`config.mk`:
```
export PLATFORM = sky130hd
export DESIGN_NAME = wake_timer
export DESIGN_NICKNAME = d
export VERILOG_FILES = /design/src/rtl/wake_timer_pkg.sv /design/src/rtl/wt_regs.sv /design/src/rtl/wt_gate.sv /design/src/rtl/wt_tick_sel.sv /design/src/rtl/wt_counter.sv /design/src/rtl/wake_timer.sv
export SDC_FILE = /design/constraint.sdc
export NUM_CORES = 1
export LEC_CHECK = 0
export BUFFER_PORTS_ARGS = -buffer_cell sky130_fd_sc_hd__buf_4
export CAP_MARGIN = 20
export CELL_PAD_IN_SITES_DETAIL_PLACEMENT = 1
export CELL_PAD_IN_SITES_GLOBAL_PLACEMENT = 2
export CORE_ASPECT_RATIO = 0.8
export CORE_MARGIN = 5
export CORE_UTILIZATION = 35
export CTS_BUF_LIST = sky130_fd_sc_hd__clkbuf_2 sky130_fd_sc_hd__clkbuf_4 sky130_fd_sc_hd__clkbuf_8
export CTS_CLUSTER_SIZE = 12
export DETAILED_ROUTE_END_ITERATION = 8
export PLACE_DENSITY_LB_ADDON = 0.1
export SLEW_MARGIN = 0
export SYNTH_ARGS = -nofsm -noshare
export SYNTH_HDL_FRONTEND = slang
export SYNTH_SLANG_ARGS = --single-unit
```
`constraint.sdc`:
```
create_clock -name clk -period 2.2 [get_ports clk]
set_input_delay 0.44 -clock clk [delete_from_list [all_inputs] [get_ports clk]]
set_output_delay 0.44 -clock clk [all_outputs]
set_load 0.01 [all_outputs]
```
`src/rtl/wake_timer_pkg.sv`:
```
package wake_timer_pkg;
  typedef enum logic [1:0] {
    SLP_ACTIVE    = 2'd0,
    SLP_IDLE      = 2'd1,
    SLP_STANDBY   = 2'd2,
    SLP_POWERDOWN = 2'd3
  } slp_e;

  typedef enum logic [1:0] {
    TSEL_DIV1 = 2'd0,
    TSEL_DIV2 = 2'd1,
    TSEL_EXT  = 2'd2,
    TSEL_RSVD = 2'd3
  } tsel_e;

  // packed MSB first: bit4 irq_en, bits3:2 tsel, bit1 stby_run, bit0 run
  typedef struct packed {
    logic  irq_en;
    tsel_e tsel;
    logic  stby_run;
    logic  run;
  } ctrl_t;

  localparam int CTRL_W = 5;
  localparam int ADDR_W = 2;
  localparam logic [ADDR_W-1:0] ADR_CTRL = 2'd0;
  localparam logic [ADDR_W-1:0] ADR_CMP  = 2'd1;
  localparam logic [ADDR_W-1:0] ADR_FLAG = 2'd2;
  localparam logic [ADDR_W-1:0] ADR_CNT  = 2'd3;
endpackage

```
`src/rtl/wt_regs.sv`:
```
module wt_regs
  import wake_timer_pkg::*;
#(
  parameter int CNT_W = 16
) (
  input  logic              clk,
  input  logic              rst,
  input  logic              wr_en,
  input  logic [ADDR_W-1:0] wr_addr,
  input  logic [CNT_W-1:0]  wr_data,
  input  logic [ADDR_W-1:0] rd_addr,
  input  logic              hit,
  input  logic [CNT_W-1:0]  cnt,
  output ctrl_t             ctrl_o,
  output logic [CNT_W-1:0]  cmp_o,
  output logic              flag_o,
  output logic [CNT_W-1:0]  rd_data
);
  localparam int PAD_CTRL = CNT_W - CTRL_W;
  localparam int PAD_FLAG = CNT_W - 1;

  logic clr_req;
  assign clr_req = wr_en && (wr_addr == ADR_FLAG) && wr_data[0];

  always_ff @(posedge clk) begin
    if (rst) begin
      ctrl_o <= '0;
      cmp_o  <= '0;
    end else if (wr_en) begin
      if (wr_addr == ADR_CTRL) ctrl_o <= ctrl_t'(wr_data[CTRL_W-1:0]);
      if (wr_addr == ADR_CMP)  cmp_o  <= wr_data;
    end
  end

  // set has priority over a same-cycle clear
  always_ff @(posedge clk) begin
    if (rst)          flag_o <= 1'b0;
    else if (hit)     flag_o <= 1'b1;
    else if (clr_req) flag_o <= 1'b0;
  end

  always_ff @(posedge clk) begin
    if (rst) rd_data <= '0;
    else begin
      case (rd_addr)
        ADR_CTRL: rd_data <= {{PAD_CTRL{1'b0}}, ctrl_o};
        ADR_CMP:  rd_data <= cmp_o;
        ADR_FLAG: rd_data <= {{PAD_FLAG{1'b0}}, flag_o};
        default:  rd_data <= cnt;
      endcase
    end
  end

  AST_FLAG_FROM_HIT: assert property (@(posedge clk) disable iff (rst)
    $rose(flag_o) |-> $past(hit));
  AST_W1C_CLEARS: assert property (@(posedge clk) disable iff (rst)
    (clr_req && !hit) |=> !flag_o);
  AST_HIT_WINS: assert property (@(posedge clk) disable iff (rst)
    hit |=> flag_o);
endmodule

```
`src/rtl/wt_gate.sv`:
```
module wt_gate
  import wake_timer_pkg::*;
(
  input  logic run,
  input  logic stby_run,
  input  slp_e sleep,
  output logic allow
);
  always_comb begin
    case (sleep)
      SLP_ACTIVE, SLP_IDLE: allow = run;
      SLP_STANDBY:          allow = run && stby_run;
      default:              allow = 1'b0;
    endcase
  end
endmodule

```
`src/rtl/wt_tick_sel.sv`:
```
module wt_tick_sel
  import wake_timer_pkg::*;
(
  input  logic  clk,
  input  logic  rst,
  input  logic  allow,
  input  tsel_e tsel,
  input  logic  tick_in,
  input  logic  ext_tick,
  output logic  step
);
  logic phase;

  always_ff @(posedge clk) begin
    if (rst) phase <= 1'b0;
    else if (allow && tick_in && tsel == TSEL_DIV2) phase <= ~phase;
  end

  always_comb begin
    case (tsel)
      TSEL_DIV2: step = allow && tick_in && phase;
      TSEL_EXT:  step = allow && ext_tick;
      default:   step = allow && tick_in;
    endcase
  end

  AST_DIV2_ALTERNATES: assert property (@(posedge clk) disable iff (rst)
    (tsel == TSEL_DIV2 && step && $stable(tsel)) |=> !(step && tsel == TSEL_DIV2));
endmodule

```
`src/rtl/wt_counter.sv`:
```
module wt_counter #(
  parameter int CNT_W = 16
) (
  input  logic             clk,
  input  logic             rst,
  input  logic             step,
  input  logic [CNT_W-1:0] cmp,
  output logic [CNT_W-1:0] cnt,
  output logic             hit
);
  assign hit = step && (cnt == cmp);

  always_ff @(posedge clk) begin
    if (rst)       cnt <= '0;
    else if (hit)  cnt <= '0;
    else if (step) cnt <= cnt + 1'b1;
  end

  AST_WRAP_TO_ZERO: assert property (@(posedge clk) disable iff (rst)
    hit |=> (cnt == '0));
  AST_STEP_INCR: assert property (@(posedge clk) disable iff (rst)
    (step && !hit) |=> (cnt == $past(cnt) + 1'b1));
  AST_IDLE_HOLDS: assert property (@(posedge clk) disable iff (rst)
    !step |=> $stable(cnt));
endmodule

```
`src/rtl/wake_timer.sv`:
```
module wake_timer
  import wake_timer_pkg::*;
#(
  parameter int CNT_W = 16
) (
  input  logic             clk,
  input  logic             rst,
  input  logic             tick_in,
  input  logic             ext_tick,
  input  logic [1:0]       sleep_state,
  input  logic             wr_en,
  input  logic [1:0]       wr_addr,
  input  logic [CNT_W-1:0] wr_data,
  input  logic [1:0]       rd_addr,
  output logic [CNT_W-1:0] rd_data,
  output logic             irq_o
);
  ctrl_t            ctrl;
  logic [CNT_W-1:0] cmp;
  logic [CNT_W-1:0] cnt;
  logic             flag;
  logic             hit;
  logic             allow;
  logic             step;
  slp_e             sleep;

  assign sleep = slp_e'(sleep_state);

  wt_regs #(.CNT_W(CNT_W)) u_regs (
    .clk(clk), .rst(rst), .wr_en(wr_en), .wr_addr(wr_addr), .wr_data(wr_data),
    .rd_addr(rd_addr), .hit(hit), .cnt(cnt), .ctrl_o(ctrl), .cmp_o(cmp),
    .flag_o(flag), .rd_data(rd_data)
  );

  wt_gate u_gate (
    .run(ctrl.run), .stby_run(ctrl.stby_run), .sleep(sleep), .allow(allow)
  );

  wt_tick_sel u_tick (
    .clk(clk), .rst(rst), .allow(allow), .tsel(ctrl.tsel),
    .tick_in(tick_in), .ext_tick(ext_tick), .step(step)
  );

  wt_counter #(.CNT_W(CNT_W)) u_cnt (
    .clk(clk), .rst(rst), .step(step), .cmp(cmp), .cnt(cnt), .hit(hit)
  );

  always_ff @(posedge clk) begin
    if (rst) irq_o <= 1'b0;
    else     irq_o <= flag && ctrl.irq_en;
  end

  AST_IRQ_NEEDS_EN: assert property (@(posedge clk) disable iff (rst)
    irq_o |-> $past(ctrl.irq_en));
  AST_RUN_OFF_HOLD: assert property (@(posedge clk) disable iff (rst)
    !ctrl.run |=> $stable(cnt));
  AST_STBY_HALT: assert property (@(posedge clk) disable iff (rst)
    (sleep == SLP_STANDBY && !ctrl.stby_run) |=> $stable(cnt));
  AST_PD_HALT: assert property (@(posedge clk) disable iff (rst)
    (sleep == SLP_POWERDOWN) |=> $stable(cnt));
endmodule

```
Yosys cells after proc, flatten, opt, wreduce, memory -nomap -nowiden --
Cells that the tools add are included. Widths: inputs -> output; s select.
Operators by class: mux-type cells 5, bitwise gates (word level) 1, reductions and logical operators 17, equal/unequal tests 9, add/sub/neg operators 1
Operators by type and width (number):
- $pmux 16 s3 | 1
- $add 16x1->16 const B | 1
- $eq 16x16->1 | 1
- $logic_and 1x1->1 | 9
- $eq 2x1->1 const B | 4
- $eq 2x2->1 const B | 4
- $logic_not 2->1 | 3
- $pmux 1 s2 | 2
- $reduce_and 2->1 | 2
- $reduce_or 2->1 | 2
- $mux 1 | 2
- $reduce_bool 2->1 | 1
- $not 1->1 | 1
Word-level totals: output and inout bits 17, word-level logic and storage cells 43, flip-flop bits (word level) 56

Logic depth before layout (Yosys ltp) --
Gate-level depths: netlist of run 1.
depth in word-level cells 8, mapped depth 8, gate-level depth less buffers 7

Hierarchy --
From an unflattened synthesis of run 1, not the netlist that was laid out.
Unflattened totals: cell total of the unflattened synthesis 277, area, all modules 2776.4 um^2
By module, submodules not included:
- wt_regs | times used 1, cells an instance 152, seq. area each 760.7 um^2, area an instance 1614.0 um^2
- wt_counter | times used 1, cells an instance 108, seq. area each 320.3 um^2, area an instance 1013.5 um^2
- wt_tick_sel | times used 1, cells an instance 13, seq. area each 20.0 um^2, area an instance 106.4 um^2
- wake_timer | times used 1, cells an instance 2, seq. area each 20.0 um^2, area an instance 28.8 um^2
- wt_gate | times used 1, cells an instance 2, seq. area each 0.0 um^2, area an instance 13.8 um^2

Least setup slack after synthesis of run 1 --
No wires, ideal clock.
path type flip-flop to flip-flop, start point register u_regs.ctrl_o[2] (netlist name), end point register u_cnt.cnt[14], stages on the path, launching flop included 9, arrival 1.661 ns, path buffers 1, slack 0.425 ns, required time 2.085 ns, period minus slack after synthesis 1.775 ns, cells stage by stage dfxtp_1 inv_1 ha_1 a21oi_1 o22a_1 clkbuf_1 nor4_1 xnor2_1 nor2_1
Between the ends: word-level cells in the longest chain between the ends 4, elaborated cells between the ends (all ways) 5
Ends and longest elaborated chain:
- start: declaration | RTL line wt_regs.sv:14 | output ctrl_t ctrl_o,
- start signal: assignment | RTL line wt_regs.sv:30 | if (wr_addr == ADR_CTRL) ctrl_o <= ctrl_t'(wr_data[CTRL_W-1:0]);
- $eq 2x2->1 or $eq 2x1->1 (tied branches) | RTL line wt_tick_sel.sv:20 | case (tsel)
- $pmux 1 s2 (*) | RTL line wt_tick_sel.sv:20
- $logic_and 1x1->1 | RTL line wt_counter.sv:11 | assign hit = step && (cnt == cmp);
- $reduce_or 2->1 (no line)
- end signal: assignment | RTL line wt_counter.sv:16 | else if (step) cnt <= cnt + 1'b1;
- end: declaration | RTL line wt_counter.sv:8 | output logic [CNT_W-1:0] cnt,
Mark *: on every way between the ends. The rest lies on a longest branch, timed or not. A chain may end at the register's enable or synchronous reset.

Worst setup path in the final report of run 1 --
start point register u_regs.ctrl_o[2] (netlist name), end point register u_cnt.cnt[2]
Same word-level chain as after synthesis.

==> results.py, run 1 <==
metrics = {
    "status": {
        "outcome": "complete, no violations",
    },
    "die": {
        "core_um2": 7320,
        "die_w_um": 106,
        "die_height_um": 87.1,
        "initial_core_util": 0.355,
        "die_area_um2": 9270,
        "fp-row-count": 28,
        "ios": 44,
    },
    "sta": {
        "period_share": 0.891,
        "grt_setup_unrepaired": "no",
        "skew_ns": 0.00879,
        "relSlewSlack": 0.591,
        "slew_violations": 0,
        "fin_crit_ns": 1.96,
        "worst_pin_slew_ns": 0.611,
        "fin_tns_setup_ns": 0,
        "fmax_mhz": 510,
        "final_hold_viol_count": 0,
        "setup_viol": 0,
    },
    "clocking": {
        "cts_tree": "done",
        "htreeDepth": 2,
        "clk_pin_slew_ns": 0.10,
        "cts_root_buf": "clkbuf_8",
        "cts_buffers": 5,
        "worstSkewPairLatency_ns": 0.31,
        "clkSinkCount": 56,
        "hold_buffers": 0,
        "cts_setup_buffers": 0,
        "cts_resized": 0,
        "clockBufferDepth": 2,
    },
    "pwr": {
        "power.density_nw_per_um2": 584,
        "power.total_w": 0.00184,
        "internal_power_w": 0.00139,
        "pwr-share-seq": 0.568,
        "power.switching_fraction": 0.243,
        "clkPwrFrac": 0.334,
        "peakVddDrop_mv": 0.214,
        "netSwitchingPower_w": 0.000446,
        "p_leak_nw": 1.30,
        "pwr-share-comb": 0.098,
    },
    "critical_path": {
        "crit_type": "register to register",
        "setup.worst_path.start": "u_regs.ctrl_o[2]",
        "end_kind": "register",
        "crit_family": "compound AO/OA/AOI/OAI gates",
        "crit_fanout": 10,
        "critical_path_arrival_ns": 2.16,
        "cp_slowest_cell": "o22a_1",
        "crit_path_cell_trace": "inv_1 -> ha_1 -> a21oi_1 -> o22a_1 -> nor2_1 -> nand4b_1 -> a31oi_1",
        "critPathBufInv": 1,
        "start_kind": "register",
        "r2r_start": "u_regs.ctrl_o[2]",
        "critPathRequiredTime_ns": 2.40,
        "cp_slowest_stage_delay_ns": 0.42,
        "cp.depth": 7,
        "reg2reg_depth": 7,
    },
    "drt": {
        "drtAntennaViolNets": 0,
        "drt-total-wl_mm": 7.27,
        "first_iter_violations": 75,
        "vias": 2228,
        "first_pass_iters": 4,
        "post_drt_via_cell_ratio": 5.11,
        "drc": 0,
        "wl_per_cell_um": 16.7,
    },
    "place": {
        "gp_congestion": 0.789,
        "dpl.hpwl_mm": 5.80,
        "place.port_buffers": 43,
    },
    "worst_hold_path": {
        "min_path_type": "input port to register",
        "holdPathStages": 3,
        "hp-start": "wr_data[4]",
    },
    "finish": {
        "nets": 375,
        "seqCellArea_um2": 1120,
        "multiInputGateArea_um2": 1370,
        "drive_gt1_frac": 0.225,
        "diodes": 0,
        "syn_to_final_growth_pct": 21.1,
        "n_fill_cell": 878,
    },
    "logic_synthesis": {
        "synth.net_count": 328,
        "syn_area_per_cell_um2": 8.73,
        "synth-main-ff-cell": "dfxtp_1",
        "yosysTopAreaCell": "dfxtp_1",
        "synth_area_leaders": "dfxtp_1 43%, mux2i_1 6.9%, nand2_1 6.5%",
        "synthArstFlopShare": 0,
        "yosys_warnings": 0,
        "synth_top_area_share": 0.431,
        "syn_inst": 298,
        "synth.distinct_cells": 44,
        "ys_seq_area_frac": 0.431,
        "synth_top_cells_by_count": "56 x dfxtp_1, 45 x nand2_1, 40 x nor2_1",
        "synth_most_common_cell": "dfxtp_1",
        "synth_enable_flop_cells": 0,
        "synth_area_um2": 2600,
        "ys_seq_elements": 56,
    },
    "global_routing": {
        "antenna_found_initial": 0,
        "grt_pass1_wl_mm": 11.8,
        "grt_usage": 0.164,
        "grt_max_degree": 23,
        "grt_overflow_total": 0,
        "grt_pass1_vias": 2248,
    },
    "run": {
        "drv_cap": 0,
    },
}
[layout make-up]
type,instances,area share
clock buffers,8,0.0310
well taps,90,0.0357
inverters,5,0.00596
repair buffers,57,0.136
flip-flops and latches,56,0.356
multi-input cells,220,0.436
[per-stage QoR]
step	cells	worst slack, ns	hold slack, ns	util	instance area (um^2)
floorplan	298	0.425	0.421	-	2600
global placement	428	0.337	0.459	0.417	3050
detailed placement	428	0.247	0.472	0.417	3050
CTS	436	0.221	0.367	0.430	3150
global route	436	0.0668	0.370	0.430	3150
finish	436	0.240	0.370	0.430	3150
[state kept, by name, summed over array words and instances (netlist names)]
register	count
u_tick.phase	1
u_cnt.cnt	16
u_regs.cmp_o	16
u_regs.ctrl_o	5
u_regs.rd_data	16
irq_o	1
u_regs.flag_o	1
[per-layer routing]
layer,vias to the layer above,global-route usage,part of all wire
li1,1106,-,-
met1,1087,0.255,0.55
met2,30,0.237,0.41
met3,5,0.0267,0.028
met4,0,0.0353,0.0063
met5,-,0,0
[worst reg2reg max path: stages (launching register included)]
cell and delay (ns):
dfxtp_1 0.38, inv_1 0.07, ha_1 0.34, a21oi_1 0.22
o22a_1 0.42, nor2_1 0.19, nand4b_1 0.14, a31oi_1 0.09
[cell families (layout without fill, tap and decap cells)]
group / count (synthesis) / in the layout / synth area share
and+or+nand+nor: 133 / 133 / 0.258
xor gates and xnor gates: 26 / 26 / 0.0875
DFF: 56 / 56 / 0.431
AOI/OAI and AO/OA: 39 / 39 / 0.0899
adders and majority gates: 3 / 3 / 0.0144
buffers and inverters: 22 / 70 / 0.0414
muxes: 19 / 19 / 0.0779
[placed cells by master (no fill, tap or decap), drive strengths merged, types with 8 or more instances in the layout]
cell,n
a21oi,23
clkbuf,8
nand2,46
nor4,9
buf,57
xnor2,9
xor2,17
dfxtp,56
nand3,12
nor2,40
mux2i,18
[power by group through the flow]
| stage | clock network (W) | logic, W | registers [W] |
|---|---|---|---|
| after global routing | 0.000678 | 0.000199 | 0.00105 |
| after global placement | 0 | 0.000182 | 0.00107 |
| after floorplan | 0 | 0.000105 | 0.00106 |
| final | 0.000613 | 0.000181 | 0.00104 |
| after detailed placement | 0 | 0.000184 | 0.00107 |
| after CTS | 0.000638 | 0.000184 | 0.00105 |
[worst paths after layout]
kind	endpoint	slack [ns]
min	u_regs.ctrl_o[4]	0.37
max reg2reg	u_cnt.cnt[2]	0.24
min reg2reg	irq_o	0.48
max	u_cnt.cnt[2]	0.24
Power figures use the tool's default switching activity.
==> run 2, diff against run 1 <==
==> constraint.sdc (replaced) <==
create_clock -name clk -period 2.2 [get_ports clk]
set_input_delay 0.11 -clock clk [delete_from_list [all_inputs] [get_ports clk]]
set_output_delay 0.11 -clock clk [all_outputs]
set_load 0.01 [all_outputs]
==> results.py, run 2 (synthesis results as in run 1) <==
metrics = {
    "status": {
        "outcome": "complete, no violations",
    },
    "die": {
        "core_um2": 7320,
        "die_w_um": 106,
        "initial_core_util": 0.355,
        "fp-row-count": 28,
        "die_height_um": 87.1,
        "ios": 44,
        "die_area_um2": 9270,
    },
    "critical_path": {
        "reg2reg_setup_slack_ns": 0.25,
        "reg2reg_depth": 7,
        "end_kind": "register",
        "critPathRequiredTime_ns": 2.41,
        "rr_endpoint": "u_cnt.cnt[14]",
        "setup.worst_path.start": "u_regs.ctrl_o[2]",
        "r2r_start": "u_regs.ctrl_o[2]",
        "critical_path_arrival_ns": 2.16,
        "start_kind": "register",
        "crit_type": "register to register",
        "crit_fanout": 10,
    },
    "global_routing": {
        "grt_max_degree": 28,
        "antenna_found_initial": 0,
        "grt_overflow_total": 0,
        "grt_pass1_wl_mm": 12.0,
        "grt_pass1_vias": 2255,
        "grt_usage": 0.166,
    },
    "sta": {
        "fin_tns_setup_ns": 0,
        "final_hold_viol_count": 0,
        "slew_violations": 0,
        "setup_slack_ns": 0.251,
        "skew_ns": 0.00864,
        "worst_pin_slew_ns": 0.687,
        "period_share": 0.886,
        "fmax_mhz": 513,
        "relSlewSlack": 0.540,
        "fin_crit_ns": 1.95,
        "setup_viol": 0,
        "grt_setup_unrepaired": "no",
    },
    "clocking": {
        "hold_buffers": 0,
        "cts_tree": "done",
        "htreeDepth": 2,
        "cts_setup_buffers": 0,
        "cts_root_buf": "clkbuf_8",
        "cts_resized": 0,
        "cts_buffers": 5,
        "worstSkewPairLatency_ns": 0.31,
        "clk_pin_slew_ns": 0.10,
        "clockBufferDepth": 2,
        "clkSinkCount": 56,
    },
    "finish": {
        "diodes": 0,
        "drive_gt1_frac": 0.221,
        "syn_to_final_growth_pct": 20.5,
        "final_cell_mix": "56 x dfxtp_1, 55 x buf_4, 45 x nand2_1",
        "top_regs": "u_cnt.cnt (16), u_regs.cmp_o (16), u_regs.rd_data (16)",
        "final_common_cell": "dfxtp_1",
        "nets": 373,
    },
    "pwr": {
        "p_leak_nw": 1.29,
        "power.density_nw_per_um2": 588,
        "peakVddDrop_mv": 0.240,
    },
    "place": {
        "pre_cts_slack_ns": 0.261,
        "dpl.hpwl_mm": 5.65,
        "place.port_buffers": 43,
        "gp_congestion": 0.767,
    },
    "worst_hold_path": {
        "min_path_type": "input port to register",
        "hp-start": "wr_data[4]",
        "holdPathStages": 3,
        "worstHoldEndpoint": "u_regs.ctrl_o[4]",
    },
    "drt": {
        "drt-total-wl_mm": 7.32,
        "vias": 2189,
        "drtAntennaViolNets": 0,
        "post_drt_via_cell_ratio": 5.04,
        "wl_per_cell_um": 16.9,
        "drc": 0,
        "first_pass_iters": 4,
        "first_iter_violations": 72,
    },
    "run": {
        "drv_cap": 0,
    },
}
## run 2: metal layers
metal,share of wire,global-route usage,vias to the layer above
li1,-,-,1105
met1,0.55,0.253,1049
met2,0.41,0.245,31
met3,0.035,0.0304,4
met4,0.0055,0.0318,0
met5,0,0,-
## run 2: area by class of cell
cell class	count	area, um^2
clock buffer	8	97.6
fill	870	4190
inverter	5	18.8
multi-input combinational	220	1370
sequential	56	1120
tap	90	113
timing repair buffer	55	413
## run 2: how the worst max path moves through the flow
stage | to | slack [ns] | cells after the start
after global placement | u_cnt.cnt[2] | 0.34 | 7
after floorplan | u_cnt.cnt[14] | 0.42 | 8
after detailed placement | u_cnt.cnt[2] | 0.26 | 7
final | u_cnt.cnt[14] | 0.25 | 7
after global routing | u_cnt.cnt[2] | 0.11 | 7
after CTS | u_cnt.cnt[14] | 0.24 | 7
## run 2: worst max-delay path: stages (launching register included)
cell     delay, ns
dfxtp_1       0.37
inv_1         0.07
ha_1          0.34
a21oi_1       0.08
o22a_1        0.36
nor4_1        0.43
xnor2_1       0.17
nor2_1        0.05
## run 2: power by group
part	leakage [nW]	switching (W)	total (W)	internal, W
sequential	0.453	0.0000162	0.00104	0.00103
clock	0.0523	0.000337	0.000620	0.000283
combinational	0.784	0.0000981	0.000179	0.0000805
## run 2: through the flow
| step | utilization | total power (W) | hold WS (ns) | cells | cell area [um^2] |
|---|---|---|---|---|---|
| floorplan | - | 0.00117 | 0.246 | 298 | 2600 |
| global placement | 0.415 | 0.00125 | 0.356 | 426 | 3040 |
| detailed placement | 0.415 | 0.00125 | 0.365 | 426 | 3040 |
| CTS | 0.428 | 0.00187 | 0.0360 | 434 | 3140 |
| global route | 0.428 | 0.00193 | 0.0412 | 434 | 3140 |
| finish | 0.428 | 0.00184 | 0.0431 | 434 | 3140 |
